**src/rtl/halfword_avg.sv**
```systemverilog
module halfword_avg #(
  parameter int LANE_W   = 16,
  parameter int LANES    = 2,
  parameter bit ROUND_EN = 1'b1
) (
  input  logic                      clk,
  input  logic                      rst_n,
  input  logic                      cfg_we,
  input  logic [3:0]                cfg_wdata,
  input  logic                      in_valid,
  input  logic [LANE_W*LANES-1:0]   op_a,
  input  logic [LANE_W*LANES-1:0]   op_b,
  output logic                      out_valid,
  output logic [LANE_W*LANES-1:0]   result
);
  localparam int W = LANE_W * LANES;

  logic [3:0]   cfg_q;
  logic [W-1:0] avg_next;

  wire       sel_dir = cfg_q[3];
  wire [1:0] dir     = cfg_q[2:1];
  wire       up_bit  = cfg_q[0];

  for (genvar i = 0; i < LANES; i++) begin : g_lane
    wire [LANE_W-1:0] a = op_a[i*LANE_W +: LANE_W];
    wire [LANE_W-1:0] b = op_b[i*LANE_W +: LANE_W];
    wire [LANE_W:0]   sum = {a[LANE_W-1], a} + {b[LANE_W-1], b};
    wire [LANE_W-1:0] fl  = sum[LANE_W:1];
    logic             bump;
    always_comb begin
      if (!ROUND_EN || !sum[0])
        bump = 1'b0;
      else if (sel_dir)
        case (dir)
          2'd0, 2'd2: bump = 1'b1;
          2'd1:       bump = fl[LANE_W-1];
          default:    bump = 1'b0;
        endcase
      else
        bump = up_bit;
    end
    assign avg_next[i*LANE_W +: LANE_W] = fl + {{(LANE_W-1){1'b0}}, bump};
  end

  always_ff @(posedge clk or negedge rst_n) begin
    if (!rst_n) begin
      cfg_q     <= '0;
      out_valid <= 1'b0;
      result    <= '0;
    end else begin
      if (cfg_we) cfg_q <= cfg_wdata;
      out_valid <= in_valid;
      if (in_valid) result <= avg_next;
    end
  end
endmodule

```
**config.mk**
```make
export PLATFORM = sky130hd
export DESIGN_NAME = halfword_avg
export DESIGN_NICKNAME = d
export VERILOG_FILES = /design/src/rtl/halfword_avg.sv
export SDC_FILE = /design/constraint.sdc
export NUM_CORES = 1
export LEC_CHECK = 0
export BUFFER_PORTS_ARGS = -buffer_cell sky130_fd_sc_hd__buf_4
export CAP_MARGIN = 20
export CORE_MARGIN = 2
export CORE_UTILIZATION = 50
export CTS_CLUSTER_SIZE = 40
export DETAILED_ROUTE_END_ITERATION = 12
export HOLD_SLACK_MARGIN = 0.06
export PLACE_DENSITY_LB_ADDON = 0.08
export RECOVER_POWER = 100
export SLEW_MARGIN = 20
export SYNTH_ARGS = -nofsm -noshare
export SYNTH_HDL_FRONTEND = slang
export SYNTH_SLANG_ARGS = --single-unit
```
**constraint.sdc**
```tcl
create_clock -name clk -period 4.3 [get_ports clk]
set_input_delay 0.43 -clock clk [delete_from_list [all_inputs] [get_ports clk]]
set_output_delay 0.43 -clock clk [all_outputs]
set_load 0.05 [all_outputs]
```
After elaboration in Yosys (flattened, before gate mapping)
Index checks and enable logic that the tools add are counted.

Flip-flop bits (word level): 37. Input port bits: 72. Output and inout bits: 33. Logic and storage cells: 17.

Add/sub/neg operators: 4. Reduce and logical (&&, ||, !) cells: 2. Eq/ne operators: 2. Muxes and demuxes: 6.

Operators by type and width (count): $add 16x16->17 (2); $add 16x1->16 (2); $mux 1 (4); $pmux 1 s2 (2); $eq 2x1->1 const B (1); $eq 2x2->1 const B (1); $logic_not 2->1 (1); $reduce_or 2->1 (1).

Depth between registers and ports, before layout
Gate-level depths: netlist of the first run.

Word-level depth: 6. Mapped depth: 17. Mapped depth without buffers: 17.

Worst setup path after synthesis of the first run
No wires, ideal clock.

Kind: input port to flip-flop. Start: in op_a[0]. End: reg result[13]. Data required time: 4180 ps. Buffers on the path: 0. Data arrival time: 3712 ps. Stages: 17. Setup time: 120 ps. Slack: 468 ps. Cells stage by stage: ha_1 > inv_1 > fa_1 > nor2b_1 > o2111ai_1 > a31oi_1 > a31oi_1 > nor3b_1 > o31a_1 > nor2_1 > o221a_2 > ha_1 > and2_1 > and3_1 > and3_1 > a21o_1 > a31o_2.

Longest elaborated chain between the ends: 5.

Ends and longest elaborated chain: start, declared (RTL line 11) `input logic [LANE_W*LANES-1:0] op_a,`; $add 16x16->17 (*) (RTL line 28) `wire [LANE_W:0] sum = {a[LANE_W-1], a} + {b[LANE_W-1], b};`; $pmux 1 s2 (RTL line 35) `case (dir)`; $mux 1 (RTL line 34) `else if (sel_dir)`; $mux 1 (RTL line 32) `if (!ROUND_EN || !sum[0])`; $add 16x1->16 (*) (RTL line 43) `assign avg_next[i*LANE_W +: LANE_W] = fl + {{(LANE_W-1){1'b0}}, bump};`; end signal, assigned (RTL line 54) `if (in_valid) result <= avg_next;`; end, declared (RTL line 14) `output logic [LANE_W*LANES-1:0] result`.

Mark *: on every way between the ends. The rest lies on a longest branch, timed or not. A chain may end at the register's enable or synchronous reset.

Final worst setup path of the first run
Ends and elaborated chain as after synthesis.

==> results of run 1 <==
==> sequential cells by signal, summed over array words and instances (netlist names) <==
| signal | cells |
|---|---|
| cfg_q | 4 |
| result | 32 |
| out_valid | 1 |
==> final cells by class <==
| type | count | area [µm²] | area share |
|---|---|---|---|
| flip-flops and latches | 37 | 925.9 | 0.2006 |
| multi-input cells | 387 | 2744 | 0.5945 |
| clock buffers | 7 | 86.33 | 0.01870 |
| inverters | 15 | 56.30 | 0.01220 |
| repair buffers | 108 | 679.4 | 0.1472 |
| well taps | 99 | 123.9 | 0.02684 |
==> final timing paths <==
kind | to | slack, ns | cells after the start
worst max-delay path | result[13] | 0.36 | 18
worst min-delay path | cfg_q[3] | 0.38 | 2
worst max register to register | result[14] | 1.95 | 8
worst min register to register | result[9] | 0.49 | 1
max in group asynchronous | result[9] | 2.53 | 1
min in group asynchronous | result[0] | 0.67 | 1
==> layer usage <==
| metal | GRT usage | wire [µm] | vias to the layer above | share of wire |
|---|---|---|---|---|
| li1 | - | - | 1890 | - |
| met4 | 0.06566 | 109 | 0 | 0.011 |
| met3 | 0.02158 | 259 | 10 | 0.027 |
| met5 | 0 | 0 | - | 0 |
| met2 | 0.4352 | 5082 | 73 | 0.54 |
| met1 | 0.2692 | 4042 | 1729 | 0.43 |
==> logic make-up (layout without fill, tap and decap cells) <==
group / after synthesis / after routing / share of synthesized area
compound gates: 126 / 126 / 0.2309
mux: 15 / 15 / 0.04408
simple gates: 171 / 171 / 0.2329
xor+xnor: 36 / 36 / 0.08290
flops: 37 / 37 / 0.2434
fa+ha+maj: 39 / 39 / 0.1322
buf+inv: 28 / 130 / 0.03355
==> worst reg2reg max path, delay by kind of cell, from the launching register on <==
| kind | cells | cell delay (ns) |
|---|---|---|
| adder cells (fa/ha/maj) | 2 | 0.42 |
| flip-flops | 1 | 0.43 |
| AND/OR/NAND/NOR | 4 | 1.05 |
| AO/OA/AOI/OAI | 2 | 0.37 |
==> cell usage in the layout, fill, tap and decap left out, types with 6 or more instances in the layout <==
| cell | count |
|---|---|
| sky130_fd_sc_hd__a211oi_1 | 6 |
| sky130_fd_sc_hd__a21o_1 | 13 |
| sky130_fd_sc_hd__a21oi_1 | 31 |
| sky130_fd_sc_hd__a31oi_1 | 9 |
| sky130_fd_sc_hd__buf_4 | 70 |
| sky130_fd_sc_hd__clkbuf_1 | 36 |
| sky130_fd_sc_hd__clkbuf_8 | 6 |
| sky130_fd_sc_hd__dfrtp_1 | 37 |
| sky130_fd_sc_hd__ha_1 | 37 |
| sky130_fd_sc_hd__inv_1 | 14 |
| sky130_fd_sc_hd__mux2_2 | 14 |
| sky130_fd_sc_hd__nand2_1 | 32 |
| sky130_fd_sc_hd__nand3_1 | 17 |
| sky130_fd_sc_hd__nand4_1 | 7 |
| sky130_fd_sc_hd__nor2_1 | 46 |
| sky130_fd_sc_hd__nor2b_1 | 7 |
| sky130_fd_sc_hd__nor3_1 | 14 |
| sky130_fd_sc_hd__o21a_1 | 8 |
| sky130_fd_sc_hd__o21ai_0 | 16 |
| sky130_fd_sc_hd__xnor2_1 | 21 |
| sky130_fd_sc_hd__xor2_1 | 15 |
==> through the flow <==
stage | cell area (µm²) | hold slack, ns | cells | power [W]
final | 4616 | 0.3810 | 653 | 0.001569
after global routing | 4616 | 0.3796 | 653 | 0.001668
after CTS | 4753 | 0.1096 | 653 | 0.001639
after detailed placement | 4667 | 0.4126 | 646 | 0.001391
after global placement | 4667 | 0.4130 | 646 | 0.001378
after floorplan | 3804 | 0.1344 | 452 | 0.001108
==> power by group through the flow <==
| stage | logic (W) | registers (W) | clock network, W |
|---|---|---|---|
| detailed placement | 0.000917 | 0.000474 | 0 |
| floorplan | 0.000409 | 0.000700 | 0 |
| finish | 0.000859 | 0.000466 | 0.000244 |
| global placement | 0.000903 | 0.000475 | 0 |
| CTS | 0.000921 | 0.000469 | 0.000248 |
| global route | 0.000931 | 0.000475 | 0.000262 |
==> metrics.txt, run 1 <==
# TYPE chip_impl_metric gauge
chip_impl_metric{name="ys_warn_count",unit=""} 0
chip_impl_info{name="crit-reg2reg-launch",value="cfg_q[3]"} 1
chip_impl_metric{name="grt_antenna_before_repair",unit=""} 0
chip_impl_metric{name="syn_nets",unit=""} 563
chip_impl_metric{name="syn_to_final_growth",unit="%"} 21.35
chip_impl_info{name="netlist_top_cells_area",value="sky130_fd_sc_hd__dfrtp_1 (24%), sky130_fd_sc_hd__ha_1 (12%), sky130_fd_sc_hd__xnor2_1 (4.8%)"} 1
chip_impl_metric{name="postCtsSetupBuffers",unit=""} 0
chip_impl_metric{name="power.share.combinational",unit=""} 0.547
chip_impl_metric{name="num_rows",unit=""} 31
chip_impl_metric{name="timing.critical_path.buf_inv",unit=""} 2
chip_impl_metric{name="finish.net_count",unit=""} 665
chip_impl_info{name="yosys.cell_count.top_type",value="sky130_fd_sc_hd__nor2_1"} 1
chip_impl_metric{name="detailroute.via_count",unit=""} 3702
chip_impl_metric{name="drtIter0Drc",unit=""} 110
chip_impl_info{name="status",value="finished, violations left"} 1
chip_impl_metric{name="max-cap-violations",unit=""} 2
chip_impl_info{name="rsz0062_at_grt",value="no"} 1
chip_impl_info{name="crit_type",value="primary input to flop"} 1
chip_impl_metric{name="tritoncts_num_sinks",unit=""} 37
chip_impl_metric{name="netlist_area",unit="µm²"} 3804
chip_impl_info{name="crit_path_end_kind",value="flop"} 1
chip_impl_metric{name="start_util",unit=""} 0.5216
chip_impl_info{name="violations_in_the_final_reports",value="max-capacitance violations, max-slew violations"} 1
chip_impl_metric{name="fin_util",unit=""} 0.6330
chip_impl_metric{name="maxClockFrequency",unit="GHz"} 0.2537
chip_impl_metric{name="detail_route.first_pass.iterations",unit=""} 4
chip_impl_metric{name="grt_start_max_net_pins",unit=""} 51
chip_impl_info{name="critical_path.top_delay_family",value="compound AO/OA/AOI/OAI gates"} 1
chip_impl_metric{name="seq_area_frac_synth",unit=""} 0.2434
chip_impl_metric{name="cts_buffers",unit=""} 5
chip_impl_metric{name="grt_first_pass_wirelength",unit="mm"} 15.96
chip_impl_metric{name="core",unit="µm²"} 7292
chip_impl_metric{name="async_sr_flop_fraction",unit=""} 1.000
chip_impl_metric{name="antenna_left",unit=""} 0
chip_impl_metric{name="critPathArrivalTime",unit="ns"} 4.11
chip_impl_metric{name="place.gp.congestion",unit=""} 0.8873
chip_impl_metric{name="gr-usage-all-layers",unit=""} 0.2283
chip_impl_metric{name="insertedDiodeCount",unit=""} 0
chip_impl_metric{name="syn_area_per_cell",unit="µm²"} 8.415
chip_impl_info{name="synth.top_cells.by_count",value="sky130_fd_sc_hd__nor2_1 (46), sky130_fd_sc_hd__dfrtp_1 (37), sky130_fd_sc_hd__ha_1 (37)"} 1
chip_impl_info{name="min_from",value="cfg_wdata[3]"} 1
chip_impl_metric{name="count_of_filler_cells_inserted_in_the_layout",unit=""} 672
chip_impl_metric{name="clock_tree.buffer_depth",unit=""} 2
chip_impl_metric{name="fp.dieH",unit="µm"} 91.22
chip_impl_info{name="synth_area_leader_cell",value="sky130_fd_sc_hd__dfrtp_1"} 1
chip_impl_metric{name="drc_markers",unit=""} 0
chip_impl_metric{name="io_buffers",unit=""} 104
chip_impl_metric{name="netlist_instances",unit=""} 452
chip_impl_metric{name="crit_path_max_fanout",unit=""} 5
chip_impl_metric{name="grt_pass1_vias",unit=""} 3677
chip_impl_metric{name="post-synth-top-area-fraction",unit=""} 0.2434
chip_impl_metric{name="timing_max_transition_violations_final",unit=""} 89
chip_impl_metric{name="period_minus_slack",unit="ns"} 3.942
chip_impl_metric{name="sw_frac_of_total",unit=""} 0.4684
chip_impl_metric{name="power_switching",unit="W"} 0.0007348
chip_impl_metric{name="cts.hold.buffers_added",unit=""} 0
chip_impl_metric{name="clkSlewWorstSetupHoldPaths",unit="ns"} 0.07
chip_impl_info{name="start_kind",value="primary input"} 1
chip_impl_metric{name="worst-slew-pin-transition",unit="ns"} 1.995
chip_impl_metric{name="setup_slack",unit="ns"} 0.3577
chip_impl_metric{name="pre_cts_slack",unit="ns"} 0.1350
chip_impl_metric{name="final-setup-viol-count",unit=""} 0
chip_impl_info{name="worst_setup_path_startpoint",value="op_a[0]"} 1
chip_impl_metric{name="route.final.wire_length",unit="mm"} 9.494
chip_impl_metric{name="power.share.sequential",unit=""} 0.297
chip_impl_info{name="slowest_cell_on_the_critical_path",value="sky130_fd_sc_hd__nor3b_1"} 1
chip_impl_metric{name="post_synth_edffs",unit=""} 0
chip_impl_metric{name="h-tree-depth",unit=""} 2
chip_impl_metric{name="power_leakage",unit="nW"} 2.047
chip_impl_metric{name="place.detailed.hpwl",unit="mm"} 7.783
chip_impl_info{name="tritoncts",value="yes"} 1
chip_impl_metric{name="dieWidth",unit="µm"} 91.22
chip_impl_metric{name="synthDistinctLibCells",unit=""} 69
chip_impl_metric{name="critical_path.max_stage_delay",unit="ns"} 0.43
chip_impl_info{name="postSynth.topFlopCell",value="sky130_fd_sc_hd__dfrtp_1"} 1
chip_impl_metric{name="vdd_ir_drop_max",unit="V"} 0.0001340
chip_impl_metric{name="grt_remaining_overflow",unit=""} 0
chip_impl_info{name="crit_path_cell_trace",value="clkbuf_4 -> ha_1 -> inv_1 -> fa_1 -> nor2b_1 -> o2111ai_1 -> a31oi_1 -> a31oi_1 -> nor3b_1 -> o31a_1 -> nor2_1 -> o221a_2 -> ha_1 -> and2_0 -> and3_1 -> and3_1 -> a21o_1 -> a31o_2"} 1
chip_impl_metric{name="finalHoldViolations",unit=""} 0
chip_impl_metric{name="post_drt_via_cell_ratio",unit=""} 5.669
chip_impl_metric{name="worst_slew_margin_rel",unit=""} -0.3298
chip_impl_metric{name="data_required_time_at_the_worst_endpoint",unit="ns"} 4.47
chip_impl_metric{name="fin_crit_sh",unit=""} 0.9168
chip_impl_metric{name="internal_power_contribution",unit="W"} 0.0008338
chip_impl_metric{name="drt-wirelength-per-cell",unit="µm"} 14.54
chip_impl_metric{name="power_per_cell_area",unit="nW/µm²"} 339.8
chip_impl_metric{name="pwr-share-clk",unit=""} 0.156
chip_impl_metric{name="dieArea",unit="µm²"} 8321
chip_impl_metric{name="skew",unit="ns"} 0.004240
chip_impl_metric{name="layout-drive-gt1-share",unit=""} 0.2040
chip_impl_info{name="holdCritPathClass",value="primary input to flop"} 1
chip_impl_info{name="cts_root_buffer",value="sky130_fd_sc_hd__clkbuf_8"} 1
chip_impl_metric{name="design.portCount",unit=""} 105
chip_impl_metric{name="yosys_register_bits",unit=""} 37
chip_impl_metric{name="clock_latency",unit="ns"} 0.28
chip_impl_metric{name="setup_tns",unit="ns"} 0
chip_impl_metric{name="cts_resized",unit=""} 0
(Power assumes the default switching activity.)
==> run 2: changes to the inputs <==
==> constraint.sdc (replaced) <==
create_clock -name clk -period 3.8 [get_ports clk]
set_input_delay 0.38 -clock clk [delete_from_list [all_inputs] [get_ports clk]]
set_output_delay 0.38 -clock clk [all_outputs]
set_load 0.01 [all_outputs]
==> run 2 against run 1 <==
Critical endpoint unchanged; first-iteration DRC count rose by 8.2%; largest power group unchanged; clock-buffer cell count did not move; utilization rose by 2.4 points; total power fell by 0.63%; register-to-register slack got worse by 0.29 ns; non-clock buffer count rose by 21; the run still ends with max-capacitance violations, max-slew violations left; worst setup slack got worse by 0.081 ns; combinational power fell by 12%; hold slack got worse by 0.044 ns.
==> metrics.txt, run 2 (synthesized netlist as in run 1, its figures left out) <==
# TYPE chip_impl_metric gauge
chip_impl_info{name="status",value="finished, violations left"} 1
chip_impl_info{name="violations_in_the_final_reports",value="max-capacitance violations, max-slew violations"} 1
chip_impl_info{name="holdCritPathClass",value="primary input to flop"} 1
chip_impl_metric{name="place.gp.congestion",unit=""} 0.8889
chip_impl_info{name="largest_registers",value="result: 32 flops, cfg_q: 4 flops, out_valid: 1 flops"} 1
chip_impl_metric{name="finalHoldViolations",unit=""} 0
chip_impl_metric{name="maxClockFrequency",unit="GHz"} 0.2838
chip_impl_info{name="tritoncts",value="yes"} 1
chip_impl_metric{name="dieWidth",unit="µm"} 91.22
chip_impl_metric{name="drt-wirelength-per-cell",unit="µm"} 14.21
chip_impl_info{name="start_kind",value="primary input"} 1
chip_impl_metric{name="insertedDiodeCount",unit=""} 0
chip_impl_metric{name="multi_input_area",unit="µm²"} 2765
chip_impl_metric{name="clock_latency",unit="ns"} 0.29
chip_impl_metric{name="grt_antenna_before_repair",unit=""} 0
chip_impl_metric{name="cts_buffers",unit=""} 5
chip_impl_metric{name="data_required_time_at_the_worst_endpoint",unit="ns"} 3.98
chip_impl_metric{name="power_per_cell_area",unit="nW/µm²"} 325.4
chip_impl_metric{name="antenna_left",unit=""} 0
chip_impl_metric{name="final-setup-viol-count",unit=""} 0
chip_impl_info{name="cts_root_buffer",value="sky130_fd_sc_hd__clkbuf_8"} 1
chip_impl_metric{name="timing.reg2reg.setup_slack",unit="ns"} 1.66
chip_impl_metric{name="worst_slew_margin_rel",unit=""} -0.2958
chip_impl_metric{name="start_util",unit=""} 0.5216
chip_impl_metric{name="post_drt_via_cell_ratio",unit=""} 5.718
chip_impl_info{name="crit_path_end_kind",value="flop"} 1
chip_impl_metric{name="route.final.wire_length",unit="mm"} 9.577
chip_impl_info{name="largest-register",value="result"} 1
chip_impl_metric{name="fin_crit_sh",unit=""} 0.9272
chip_impl_metric{name="clkSlewWorstSetupHoldPaths",unit="ns"} 0.07
chip_impl_metric{name="fp.dieH",unit="µm"} 91.22
chip_impl_metric{name="worst-r2r-cell-count",unit=""} 8
chip_impl_metric{name="skew",unit="ns"} 0.002307
chip_impl_metric{name="setup_tns",unit="ns"} 0
chip_impl_metric{name="critPathArrivalTime",unit="ns"} 3.70
chip_impl_metric{name="fin_util",unit=""} 0.6570
chip_impl_info{name="r2r_end",value="result[14]"} 1
chip_impl_metric{name="finalInstanceArea",unit="µm²"} 4791
chip_impl_info{name="crit-reg2reg-launch",value="cfg_q[3]"} 1
chip_impl_metric{name="grt_first_pass_wirelength",unit="mm"} 16.63
chip_impl_info{name="worst_hold_endpoint",value="cfg_q[2]"} 1
chip_impl_metric{name="finish.net_count",unit=""} 686
chip_impl_metric{name="grt_pass1_vias",unit=""} 3884
chip_impl_metric{name="timing_max_transition_violations_final",unit=""} 38
chip_impl_metric{name="detailroute.via_count",unit=""} 3854
chip_impl_metric{name="layout-drive-gt1-share",unit=""} 0.2365
chip_impl_metric{name="gr-usage-all-layers",unit=""} 0.2371
chip_impl_metric{name="period_minus_slack",unit="ns"} 3.524
chip_impl_metric{name="worst-slew-pin-transition",unit="ns"} 1.944
chip_impl_info{name="min_from",value="cfg_wdata[2]"} 1
chip_impl_metric{name="num_rows",unit=""} 31
chip_impl_info{name="layout_common_cells",value="sky130_fd_sc_hd__buf_4 (91), sky130_fd_sc_hd__nor2_1 (46), sky130_fd_sc_hd__ha_1 (37), sky130_fd_sc_hd__dfrtp_1 (37), sky130_fd_sc_hd__clkbuf_1 (37)"} 1
chip_impl_metric{name="core",unit="µm²"} 7292
chip_impl_metric{name="detail_route.first_pass.iterations",unit=""} 4
chip_impl_metric{name="place.detailed.hpwl",unit="mm"} 7.874
chip_impl_metric{name="max-cap-violations",unit=""} 1
chip_impl_metric{name="place_area",unit="µm²"} 4825
chip_impl_metric{name="drc_markers",unit=""} 0
chip_impl_metric{name="crit_path_max_fanout",unit=""} 5
chip_impl_metric{name="ff_latch_area",unit="µm²"} 925.9
chip_impl_metric{name="design.portCount",unit=""} 105
chip_impl_metric{name="dieArea",unit="µm²"} 8321
chip_impl_metric{name="largest_reg_flops",unit=""} 32
chip_impl_metric{name="postCtsSetupBuffers",unit=""} 0
chip_impl_metric{name="cts.hold.buffers_added",unit=""} 0
chip_impl_metric{name="hold_depth",unit=""} 2
chip_impl_metric{name="io_buffers",unit=""} 104
chip_impl_info{name="crit_type",value="primary input to flop"} 1
chip_impl_metric{name="tritoncts_num_sinks",unit=""} 37
chip_impl_metric{name="syn_to_final_growth",unit="%"} 25.95
chip_impl_info{name="layout.cells.most_common",value="sky130_fd_sc_hd__buf_4"} 1
chip_impl_metric{name="clock_tree.buffer_depth",unit=""} 2
chip_impl_metric{name="power_leakage",unit="nW"} 2.147
chip_impl_metric{name="h-tree-depth",unit=""} 2
chip_impl_metric{name="count_of_filler_cells_inserted_in_the_layout",unit=""} 688
chip_impl_metric{name="vdd_ir_drop_max",unit="V"} 0.0001621
chip_impl_metric{name="grt_start_max_net_pins",unit=""} 51
chip_impl_metric{name="grt_remaining_overflow",unit=""} 0
chip_impl_metric{name="drtIter0Drc",unit=""} 119
run 2: worst max-delay path by stage:
stage	cells after the start	slack, ns	endpoint	from
6_report	18	0.28	result[13]	op_a[0]
5_1_grt	19	-0.005	result[31]	op_a[16]
4_1_cts	18	0.17	result[13]	op_a[0]
3_5_place_dp	18	-0.11	result[13]	op_a[0]
3_3_place_gp	18	-0.04	result[13]	op_a[0]
2_1_floorplan	17	0.02	result[13]	op_a[0]
run 2: routing by layer:
metal	share of wire	track usage	up-vias
met5	0	0	-
met4	0.022	0.07828	0
met3	0.033	0.02075	19
met2	0.52	0.4531	78
met1	0.43	0.2756	1835
li1	-	-	1922
run 2: critical path, stage by stage:
cell and delay (ns):
sky130_fd_sc_hd__clkbuf_4 0.10, sky130_fd_sc_hd__ha_1 0.16, sky130_fd_sc_hd__inv_1 0.05, sky130_fd_sc_hd__fa_1 0.38, sky130_fd_sc_hd__nor2b_1 0.20, sky130_fd_sc_hd__o2111ai_2 0.18
sky130_fd_sc_hd__a31oi_1 0.23, sky130_fd_sc_hd__a31oi_1 0.15, sky130_fd_sc_hd__nor3b_2 0.21, sky130_fd_sc_hd__o31a_1 0.20, sky130_fd_sc_hd__nor2_1 0.05, sky130_fd_sc_hd__o221a_2 0.22
sky130_fd_sc_hd__ha_1 0.20, sky130_fd_sc_hd__and2_1 0.18, sky130_fd_sc_hd__and3_1 0.16, sky130_fd_sc_hd__and3_1 0.22, sky130_fd_sc_hd__a21o_1 0.18, sky130_fd_sc_hd__a31o_2 0.24
run 2: report_power, final:
| part | switching, W | internal, W |
|---|---|---|
| Sequential | 0.0000515 | 0.000474 |
| Clock | 0.000133 | 0.000144 |
| Combinational | 0.000413 | 0.000343 |
run 2: through the flow:
step / hold WS (ns) / setup slack, ns / total power [W] / cells
6_report: 0.3367 / 0.2765 / 0.001559 / 674
5_1_grt: 0.3340 / -0.005417 / 0.001678 / 674
4_1_cts: 0.06001 / 0.1691 / 0.001627 / 674
3_5_place_dp: 0.3700 / -0.1100 / 0.001350 / 667
3_3_place_gp: 0.3643 / -0.04071 / 0.001334 / 667
2_1_floorplan: 0.08441 / 0.01781 / 0.001020 / 452
run 2: layout make-up:
class | count | share of cell area
Timing Repair Buffer | 129 | 0.1739
Multi-Input combinational cell | 387 | 0.5772
Inverter | 15 | 0.01175
Clock buffer | 7 | 0.01802
Tap cell | 99 | 0.02586
Sequential cell | 37 | 0.1933
run 2: repair_timing:
item | CTS | global route
hold endpoints to repair | 0 | 0
gates resized for setup | 0 | 5
setup endpoints to repair | 0 | 6
